### src/rtl/block_lock.sv
module block_lock #(
  parameter int PAY_W     = 64,
  parameter int LOCK_RUN  = 64,
  parameter int WIN_LEN   = 64,
  parameter int BAD_LIMIT = 16
) (
  input  logic                          clk,
  input  logic                          rst,
  input  logic                          in_valid,
  input  logic [PAY_W+1:0]              in_word,
  output logic                          locked,
  output logic [$clog2(PAY_W+2)-1:0]    offset,
  output logic [1:0]                    hdr,
  output logic [PAY_W-1:0]              payload,
  output logic                          blk_valid
);
  localparam int BLK_W = PAY_W + 2;
  localparam int OFF_W = $clog2(BLK_W);
  localparam int RUN_W = $clog2(LOCK_RUN);
  localparam int WIN_W = $clog2(WIN_LEN);
  localparam int BAD_W = $clog2(BAD_LIMIT);
  localparam logic [OFF_W-1:0] OFF_LAST = OFF_W'(BLK_W - 1);
  localparam logic [RUN_W-1:0] RUN_LAST = RUN_W'(LOCK_RUN - 1);
  localparam logic [WIN_W-1:0] WIN_LAST = WIN_W'(WIN_LEN - 1);
  localparam logic [BAD_W-1:0] BAD_LAST = BAD_W'(BAD_LIMIT - 1);

  logic [BLK_W-1:0]   prev_q;
  logic               primed_q;
  logic [RUN_W-1:0]   run_q;
  logic [WIN_W-1:0]   win_q;
  logic [BAD_W-1:0]   bad_q;

  wire [2*BLK_W-1:0] joined  = {in_word, prev_q};
  wire [BLK_W-1:0]   cand    = joined[offset +: BLK_W];
  wire               hdr_ok  = cand[0] ^ cand[1];
  wire               eval    = in_valid && primed_q;
  wire [OFF_W-1:0]   off_nxt = (offset == OFF_LAST) ? '0 : offset + 1'b1;

  always_ff @(posedge clk) begin
    if (rst) begin
      prev_q    <= '0;
      primed_q  <= 1'b0;
      run_q     <= '0;
      win_q     <= '0;
      bad_q     <= '0;
      locked    <= 1'b0;
      offset    <= '0;
      hdr       <= '0;
      payload   <= '0;
      blk_valid <= 1'b0;
    end else begin
      blk_valid <= 1'b0;
      if (in_valid) begin
        prev_q   <= in_word;
        primed_q <= 1'b1;
      end
      if (eval) begin
        if (locked) begin
          blk_valid <= 1'b1;
          hdr       <= cand[1:0];
          payload   <= cand[BLK_W-1:2];
          if (!hdr_ok && bad_q == BAD_LAST) begin
            locked <= 1'b0;
            offset <= off_nxt;
            bad_q  <= '0;
            win_q  <= '0;
            run_q  <= '0;
          end else if (win_q == WIN_LAST) begin
            win_q <= '0;
            bad_q <= '0;
          end else begin
            win_q <= win_q + 1'b1;
            if (!hdr_ok) bad_q <= bad_q + 1'b1;
          end
        end else if (!hdr_ok) begin
          run_q  <= '0;
          offset <= off_nxt;
        end else if (run_q == RUN_LAST) begin
          locked <= 1'b1;
          run_q  <= '0;
          win_q  <= '0;
          bad_q  <= '0;
        end else begin
          run_q <= run_q + 1'b1;
        end
      end
    end
  end

  AST_OFF_RANGE: assert property (@(posedge clk) disable iff (rst)
    offset <= OFF_LAST);

  AST_SLIP_CAUSE: assert property (@(posedge clk) disable iff (rst)
    !$stable(offset) |-> $past(eval && !hdr_ok));

  AST_LOCK_RUN: assert property (@(posedge clk) disable iff (rst)
    $rose(locked) |-> $past(run_q == RUN_LAST && hdr_ok && eval));

  AST_VALID_LOCKED: assert property (@(posedge clk) disable iff (rst)
    blk_valid |-> $past(locked && eval));

  AST_DROP_CAUSE: assert property (@(posedge clk) disable iff (rst)
    $fell(locked) |-> $past(bad_q == BAD_LAST && !hdr_ok));
endmodule

### config.mk
export PLATFORM = sky130hd
export DESIGN_NAME = block_lock
export DESIGN_NICKNAME = d
export VERILOG_FILES = /design/src/rtl/block_lock.sv
export SDC_FILE = /design/constraint.sdc
export NUM_CORES = 1
export LEC_CHECK = 0
export CORE_MARGIN = 5
export CORE_UTILIZATION = 38
export CTS_BUF_LIST = sky130_fd_sc_hd__clkbuf_8
export CTS_CLUSTER_DIAMETER = 120
export DETAILED_ROUTE_END_ITERATION = 8
export GPL_TIMING_DRIVEN = 0
export PLACE_DENSITY_LB_ADDON = 0.08
export SYNTH_ARGS = -nofsm -noshare
export SYNTH_HDL_FRONTEND = slang
export SYNTH_SLANG_ARGS = --single-unit
### constraint.sdc
create_clock -name clk -period 5.08 [get_ports clk]
set_clock_uncertainty 0.15 [all_clocks]
set_input_delay 1.524 -clock clk [delete_from_list [all_inputs] [get_ports clk]]
set_output_delay 1.524 -clock clk [all_outputs]
set_load 0.05 [all_outputs]
After elaboration in Yosys (flattened, before gate mapping)
Index checks and enable logic that the tools add are counted.
{ "op_classes": {"n_addsub": 4, "eq_ne": 7, "shift": 1, "mux": 24, "bitwise_logic": 2, "n_reduce_logical": 11} }
{ "ops": {"columns": ["op", "count"], "rows": [
  ["indexed part select 132 x 8 -> 66 bit", 1],
  ["two-way mux 6 bit", 9],
  ["two-way mux 7 bit", 4],
  ["two-way mux 4 bit", 6],
  ["adder 6 x 1 -> 6 bit, second input constant", 2],
  ["== test 6 bit, second input constant", 2],
  ["adder 7 x 1 -> 7 bit, second input constant", 1],
  ["== test 7 bit, second input constant", 1],
  ["AND reduction 3 bit", 2],
  ["two-way mux 1 bit", 5],
  ["adder 4 x 1 -> 4 bit, second input constant", 1],
  ["== test 4 bit, second input constant", 1],
  ["!= test 4 x 2 -> 1 bit, second input constant", 1],
  ["AND reduction 2 bit", 2],
  ["AND reduction 4 bit", 1],
  ["nonzero test 2 bit", 2],
  ["logical AND 1 bit", 2],
  ["!= test 2 x 1 -> 1 bit, second input constant", 1],
  ["!= test 2 bit, second input constant", 1],
  ["OR reduction 2 bit", 1],
  ["logical NOT 1 bit", 1],
  ["inverter 1 bit", 1],
  ["XOR 1 bit", 1]
]} }
{ "word_totals": {"reg_bits": 158, "in_bits": 69, "output_inout_bits": 75, "elab_cells": 59} }

Depth between registers and ports, before layout
Gate-level depths: netlist of run 1.
{ "logic_depth": {"depth_word": 6, "ltp_mapped": 17, "mapped_depth_nobuf": 9} }

Worst setup path before layout of run 1
No wires, ideal clock.
{ "synth_timing": {"path_type": "input -> register", "from": "input in_word[59]", "to": "register win_q[5]", "setup_time_ns": 0.074, "arrival_ns": 3.799, "required_time_ns": 4.856, "path_slack_ns": 1.057, "path_stages": 10, "path_buffers": 1, "cell_sequence": "mux2i_1 > mux4_2 > a41oi_2 > a41o_1 > o2111ai_2 > or4_4 > buf_6 > nand3_4 > or3b_1 > a31oi_1"} }
{ "synth_via": {"elab_chain_len": 6, "elab_cells_between_ends": 8, "cone_classes": "1 x shift; 2 x mux; 1 x bitwise; 4 x reduce/logical"} }
{ "synth_rtl": {"columns": ["element", "line", "source"], "rows": [
  ["start, declared", "10", "input logic [PAY_W+1:0] in_word,"],
  ["indexed part select 132 x 8 -> 66 bit *", "34", "wire [BLK_W-1:0] cand = joined[offset +: BLK_W];"],
  ["XOR 1 bit *", "35", "wire hdr_ok = cand[0] ^ cand[1];"],
  ["logical NOT 1 bit", null, null],
  ["logical AND 1 bit", "62", "if (!hdr_ok && bad_q == BAD_LAST) begin"],
  ["two-way mux 6 bit", "62", null],
  ["two-way mux 6 bit", "58", "if (locked) begin"],
  ["end signal, assigned", "72", "win_q <= win_q + 1'b1;"],
  ["end, declared", "30", "logic [WIN_W-1:0] win_q;"]
]} }
Mark *: on every way between the ends. The rest lies on a longest branch, timed or not.
A chain may end at the register's enable or synchronous reset.

Final worst setup path of run 1
{ "layout_timing": {"from": "register offset[2]", "to": "register payload[11]"} }
{ "layout_via": {"elab_chain_len": 1} }
{ "layout_rtl": {"columns": ["element", "line", "source"], "rows": [
  ["start, declared", "12", "output logic [$clog2(PAY_W+2)-1:0] offset,"],
  ["start signal, assigned", "64", "offset <= off_nxt;"],
  ["start signal, assigned", "77", "offset <= off_nxt;"],
  ["indexed part select 132 x 8 -> 66 bit", "34", null],
  ["end signal, assigned", "61", "payload <= cand[BLK_W-1:2];"],
  ["end, declared", "14", "output logic [PAY_W-1:0] payload,"]
]} }
No other way between the ends.

==> impl_metrics.csv, run 1 <==
group,metric,value,unit
status,status,"finished clean",
routing,postRouteAntennaNets,0,
routing,vias,16900,
timing,fin_crit,5.01,ns
routing,drc,0,
critical_path,slowest_stage,"o21ai_0",
global_routing,antenna_found_initial,3,
placed_design,port_buffers,141,
timing,hold_ws,0.315,ns
global_routing,overflow,0,
cts,clockBufferDepth,2,
timing,max-slew-margin-rel,0.261,
global_routing,grt_max_degree,17,
die,start_util,0.385,
job,maxCapViolCount,0,
finish,multi_input_area,11700,um^2
synthesis,syn_area,15700,um^2
synthesis,syn_avg_cell_area,8.60,um^2
synthesis,synth_ff_type,"dfxtp_1",
finish,nets,2059,
critical_path,critPathLaunchType,"flip-flop",
critical_path,endpoint_kind,"flip-flop",
critical_path,critical_path.max_fanout,10,
critical_path,crit_family,"compound AO/OA/AOI/OAI gates",
die,die_x,213,um
placed_design,place.gp.congestion,1.07,
critical_path,crit_required,5.42,ns
placed_design,pre_cts_ws,-0.340,ns
hold_path,worstHoldStart,"payload[21]",
critical_path,path_cells,"buf_6, buf_6, buf_6, buf_6, buf_2, buf_2, mux2_2, mux2i_1, o21ai_0, nor2_1, a31oi_1, o21ai_0, mux4_2, a211oi_1",
critical_path,cpPeakStageDelay,0.86,ns
hold_path,hold-path-endpoint,"payload[21]",
routing,dr.pass1.iters,5,
hold_path,hold_path.class,"flip-flop to flip-flop",
synthesis,synth_edf_count,0,
cts,cts_sinks,158,
critical_path,r2r_start,"offset[2]",
synthesis,synth_fp_nets,1899,
die,die_h,213,um
finish,seq_area,3160,um^2
synthesis,ys_seq_area_frac,0.201,
synthesis,synth_cell_type_count,78,
power,power_density,214,nW/um^2
timing,setup_viol,0,
routing,avgViaCountPerCell,6.67,
power,vdd_drop_max,0.365,mV
timing,slew_viol_final,0,
routing,drt_iter0_markers,2027,
die,die_area,45500,um^2
global_routing,grt_pass1_wl,118000,um
routing,wl_per_cell,32.7,um
timing,rsz0062_at_grt,"false",
cts,cts_hold_buffers,0,
die,core_area,40800,um^2
hold_path,min_path_cells,2,
finish,fillers,4159,
synthesis,async_reset_ff_frac,0,
timing,setup_tns,0,ns
finish,drive_above_1_share,0.156,
timing,fmax,200,MHz
die,row_count,74,
cts,cts_setup_buffers,0,
critical_path,crit_type,"flip-flop to flip-flop",
cts,clk_pin_slew,0.10,ns
synthesis,ys_warn_count,0,
synthesis,synth_cells,1825,
cts,cts_tree,"done",
timing,period_share,0.986,
cts,cts_max_level,4,
finish,areaGrowthSynthToFinish,16.0,%
die,boundaryPins,144,
global_routing,grt_pass1_vias,16100,
critical_path,r2r_end,"payload[11]",
critical_path,crit_path_start,"offset[2]",
timing,hold_viol,0,
cts,root_buffer,"clkbuf_8",
critical_path,crit_top_cell,"buf_6",
cts,cts_buffers,17,
global_routing,grt_use_total,0.360,
timing,setup_slack,0.0729,ns
timing,worst_pin_slew,1.10,ns
placed_design,dp_hpwl,66600,um
power,leakage,0.00700,uW
critical_path,r2r_slack,0.07,ns
critical_path,r2r_cells,14,
cts,insertion_delay,0.58,ns
critical_path,path_buf_inv,6,
critical_path,worstPathArrival,5.34,ns
routing,wirelength,82800,um
synthesis,synth.ff_latch_count,158,
cell usage after synthesis, drive strengths merged, types with 3 or more instances:
library cell | n | area [um^2]
nor3b | 9 | 67.6
a211oi | 25 | 188
a311oi | 9 | 78.8
buf | 82 | 442
nor3 | 46 | 230
o2111ai | 3 | 32.5
xnor2 | 4 | 35.0
o22ai | 21 | 131
o2bb2ai | 5 | 43.8
o31ai | 6 | 50.1
or3 | 4 | 25.0
clkbuf | 93 | 349
nor4 | 6 | 43.8
nand2b | 11 | 68.8
nor2b | 4 | 25.0
o311ai | 4 | 35.0
o211ai | 15 | 113
a22oi | 7 | 52.6
and3 | 6 | 37.5
a21oi | 66 | 330
nor2 | 271 | 1020
inv | 16 | 62.6
nand2 | 257 | 967
dfxtp | 158 | 3160
o21ai | 96 | 480
a221oi | 6 | 52.6
a41oi | 3 | 33.8
mux4 | 142 | 3230
nand3 | 26 | 143
mux2 | 84 | 950
nand4 | 10 | 62.6
mux2i | 241 | 2410
a31oi | 21 | 138
and2 | 8 | 50.1
o211a | 3 | 30.0
ha | 5 | 62.6
o221ai | 22 | 193
layer usage:
layer / global-route usage / vias up / wire (um)
li1: - / 7141 / -
met1: 0.463 / 8313 / 32800
met2: 0.553 / 1131 / 36500
met3: 0.0936 / 303 / 8000
met4: 0.198 / 2 / 5400
met5: 0 / - / 13
worst min-delay path, cell delays in order, from the launching register on:
cell	delay, ns
dfxtp_1	0.32
nand2_1	0.05
a21oi_1	0.05
flip-flops by register name (all words and copies together), names as in the netlist, 2 cells and up:
| signal | cells |
|---|---|
| offset | 7 |
| payload | 64 |
| run_q | 6 |
| win_q | 6 |
| bad_q | 4 |
| hdr | 2 |
| prev_q | 66 |
logic make-up (layout without fill, tap and decap cells):
family / count (synthesis) / in the layout / synth area share
and+or+nand+nor: 664 / 664 / 0.177
muxes: 467 / 467 / 0.420
AOI/OAI and AO/OA: 335 / 335 / 0.141
buffers and inverters: 192 / 365 / 0.0546
DFF: 158 / 158 / 0.201
adders and majority gates: 5 / 5 / 0.00398
xor gates and xnor gates: 4 / 4 / 0.00223
other: 0 / 1 / 0
stage by stage:
| step | cells | util | total power, uW | cell area [um^2] |
|---|---|---|---|---|
| after floorplan | 1825 | - | 2190 | 15700 |
| after global placement | 2498 | 0.435 | 2770 | 17800 |
| after detailed placement | 2498 | 0.435 | 2760 | 17800 |
| after CTS | 2530 | 0.446 | 3860 | 18200 |
| after global routing | 2530 | 0.446 | 4020 | 18200 |
| final | 2531 | 0.446 | 3900 | 18200 |
worst max-delay path by stage:
stage	end	slack [ns]	depth (start not counted)
2_1_floorplan	win_q[5]	1.06	10
3_3_place_gp	run_q[1]	-0.32	11
3_5_place_dp	run_q[1]	-0.34	11
4_1_cts	payload[3]	0.13	11
5_1_grt	offset[5]	0.03	11
6_report	payload[11]	0.07	14
timing repair:
item | 4_1_cts | 5_1_grt
gates resized for setup | 0 | 3
hold endpoints to repair | 0 | 0
endpoints found under the setup margin | 0 | 3
power by group:
part / total (uW) / switching [uW] / internal, uW
registers: 1330 / 56.7 / 1270
logic: 1480 / 931 / 550
clock network: 1090 / 542 / 548
area by class of cell:
class | instances | area share
flip-flops and latches | 158 | 0.174
diodes | 1 | 0.000137
inverters | 17 | 0.00364
well taps | 532 | 0.0365
multi-input cells | 1475 | 0.641
clock inverters | 14 | 0.0104
plain buffers | 175 | 0.0434
repair buffers | 141 | 0.0775
clock buffers | 18 | 0.0136
cell usage in the layout (no fill, tap or decap), drive strengths merged, types with 7 or more instances in the layout:
cell type and instances:
nor2 271, nand2 257, mux2i 241, dfxtp 158, mux4 142, clkdlybuf4s50 141, clkbuf 111, o21ai 96
mux2 84, buf 82, a21oi 66, nor3 46, nand3 26, a211oi 25, o221ai 22, o22ai 21
a31oi 21, inv 21, o211ai 15, nand2b 11, nand4 10, a311oi 9, nor3b 9, and2 8
a22oi 7
Note: power is estimated with default switching activity, not from simulation.
==> run 2, diff against run 1 <==
- CORE_UTILIZATION: 38 -> 40
==> run 2 against run 1 <==
Net effect: worst hold slack got worse by 0.0079 ns; highest routed layer unchanged; sequential power about the same; count of clock-buffer cells in the layout unchanged; flip-flop and latch count is the same; power shrank 2.5%; largest power group unchanged.
==> impl_metrics.csv, run 2 (same netlist as run 1, synthesis figures left out) <==
group,metric,value,unit
global_routing,grt_pass1_vias,16100,
critical_path,cpPeakStageDelay,0.59,ns
cts,clk_pin_slew,0.09,ns
finish,drive_above_1_share,0.157,
status,status,"finished clean",
critical_path,worstPathArrival,5.32,ns
cts,cts_tree,"done",
critical_path,r2r_cells,11,
power,p_sw_frac,0.401,
routing,postRouteAntennaNets,0,
critical_path,crit_top_cell,"buf_2",
power,vdd_drop_max,0.191,mV
die,core_area,38700,um^2
finish,largest_register_ff_count,66,
die,die_x,208,um
die,die_h,208,um
die,row_count,72,
timing,setup_viol,0,
power,internal_power,2280,uW
global_routing,grt_use_total,0.367,
critical_path,endpoint_kind,"flip-flop",
routing,avgViaCountPerCell,6.61,
cts,cts_max_level,4,
hold_path,min_path_cells,2,
cts,insertion_delay,0.57,ns
critical_path,slowest_stage,"clkbuf_1",
critical_path,crit_path_start,"offset[0]",
routing,wl_per_cell,32.5,um
power,pwr-share-comb,0.387,
timing,slew_viol_final,0,
finish,nets,2059,
critical_path,critPathLaunchType,"flip-flop",
power,leakage,0.00697,uW
die,die_area,43300,um^2
timing,fmax,200,MHz
critical_path,critical_path.max_fanout,10,
routing,drt_iter0_markers,2276,
global_routing,grt_pass1_wl,117000,um
timing,hold_viol,0,
timing,fin_crit,4.99,ns
timing,max-slew-margin-rel,0.311,
hold_path,worstHoldStart,"payload[24]",
finish,largest_register,"prev_q",
routing,drc,0,
cts,cts_sinks,158,
critical_path,crit_type,"flip-flop to flip-flop",
finish,reg.largest.list,"prev_q (66), payload (64), offset (7)",
timing,period_share,0.983,
timing,worst_pin_slew,1.00,ns
routing,vias,16600,
timing,rsz0062_at_grt,"false",
placed_design,dp_hpwl,66300,um
cts,clockBufferDepth,2,
cts,cts_setup_buffers,0,
die,start_util,0.405,
power,power.clock.fraction,0.264,
routing,dr.pass1.iters,5,
job,maxCapViolCount,0,
finish,layout_commonest_cell,"nor2_1",
power,p_seq_frac,0.349,
die,boundaryPins,144,
global_routing,antenna_found_initial,2,
placed_design,port_buffers,141,
finish,final_cell_mix,"nor2_1 (271), nand2_1 (256), mux2i_1 (241)",
placed_design,place.gp.congestion,1.05,
critical_path,r2r_start,"offset[0]",
global_routing,grt_max_degree,17,
critical_path,path_cells,"buf_2, buf_2, buf_2, buf_2, clkbuf_1, nand3_1, and3_1, o21ai_0, nand2_1, mux4_2, a211oi_1",
routing,wirelength,81900,um
power,power_density,209,nW/um^2
cts,cts_buffers,17,
cts,root_buffer,"clkbuf_8",
critical_path,crit_required,5.41,ns
hold_path,hold_path.class,"flip-flop to flip-flop",
timing,hold_ws,0.307,ns
power,fin_total_pwr,3800,uW
power,p_sw,1530,uW
global_routing,overflow,0,
finish,areaGrowthSynthToFinish,15.7,%
[run 2: what timing repair did]
item / 4_1_cts / 5_1_grt
gates resized for setup: 0 / 2
hold buffers: 0 / 0
endpoints found under the setup margin: 0 / 2
[run 2: critical path, delay by kind of cell, from the launching register on]
kind | cells | cell delay [ns]
compound gates | 2 | 0.79
flops | 1 | 0.49
mux | 1 | 0.50
simple gates | 3 | 0.78
buf+inv | 5 | 2.19
[run 2: power groups by stage]
| stage | clock (uW) | combinational, uW | sequential [uW] |
|---|---|---|---|
| global route | 1090 | 1520 | 1330 |
| CTS | 1050 | 1410 | 1320 |
| floorplan | 0 | 853 | 1330 |
| detailed placement | 0 | 1400 | 1350 |
| finish | 1000 | 1470 | 1330 |
| global placement | 0 | 1410 | 1350 |
[run 2: per-stage QoR]
step           TNS, ns  utilization  setup WS, ns  cell area, um^2  std cells
3_3_place_gp     -4.85        0.458        -0.294            17800       2484
4_1_cts              0        0.469         0.149            18200       2516
5_1_grt              0        0.469       0.00341            18200       2516
3_5_place_dp     -4.91        0.458        -0.299            17800       2484
6_report             0        0.469        0.0876            18200       2517
2_1_floorplan        0            -          1.06            15700       1825
[run 2: worst paths after layout]
| path | to | slack (ns) |
|---|---|---|
| worst max register to register | payload[3] | 0.09 |
| worst max-delay path | payload[3] | 0.09 |
| worst min-delay path | payload[24] | 0.31 |
| worst min register to register | payload[24] | 0.31 |
[run 2: per-layer routing]
layer	GRT usage	up-vias	wire length (um)
li1	-	7134	-
met3	0.0978	274	8190
met4	0.197	4	5230
met1	0.470	8072	32200
met5	0	-	24
met2	0.569	1153	36300
[run 2: layout make-up]
class	instances	area [um^2]
Fill cell	3879	20600
Tap cell	518	648
Inverter	17	66.3
Clock inverter	14	158
Timing Repair Buffer	141	1410
Sequential cell	158	3160
Buffer	175	791
Antenna cell	1	2.50
Clock buffer	18	248
Multi-Input combinational cell	1475	11700
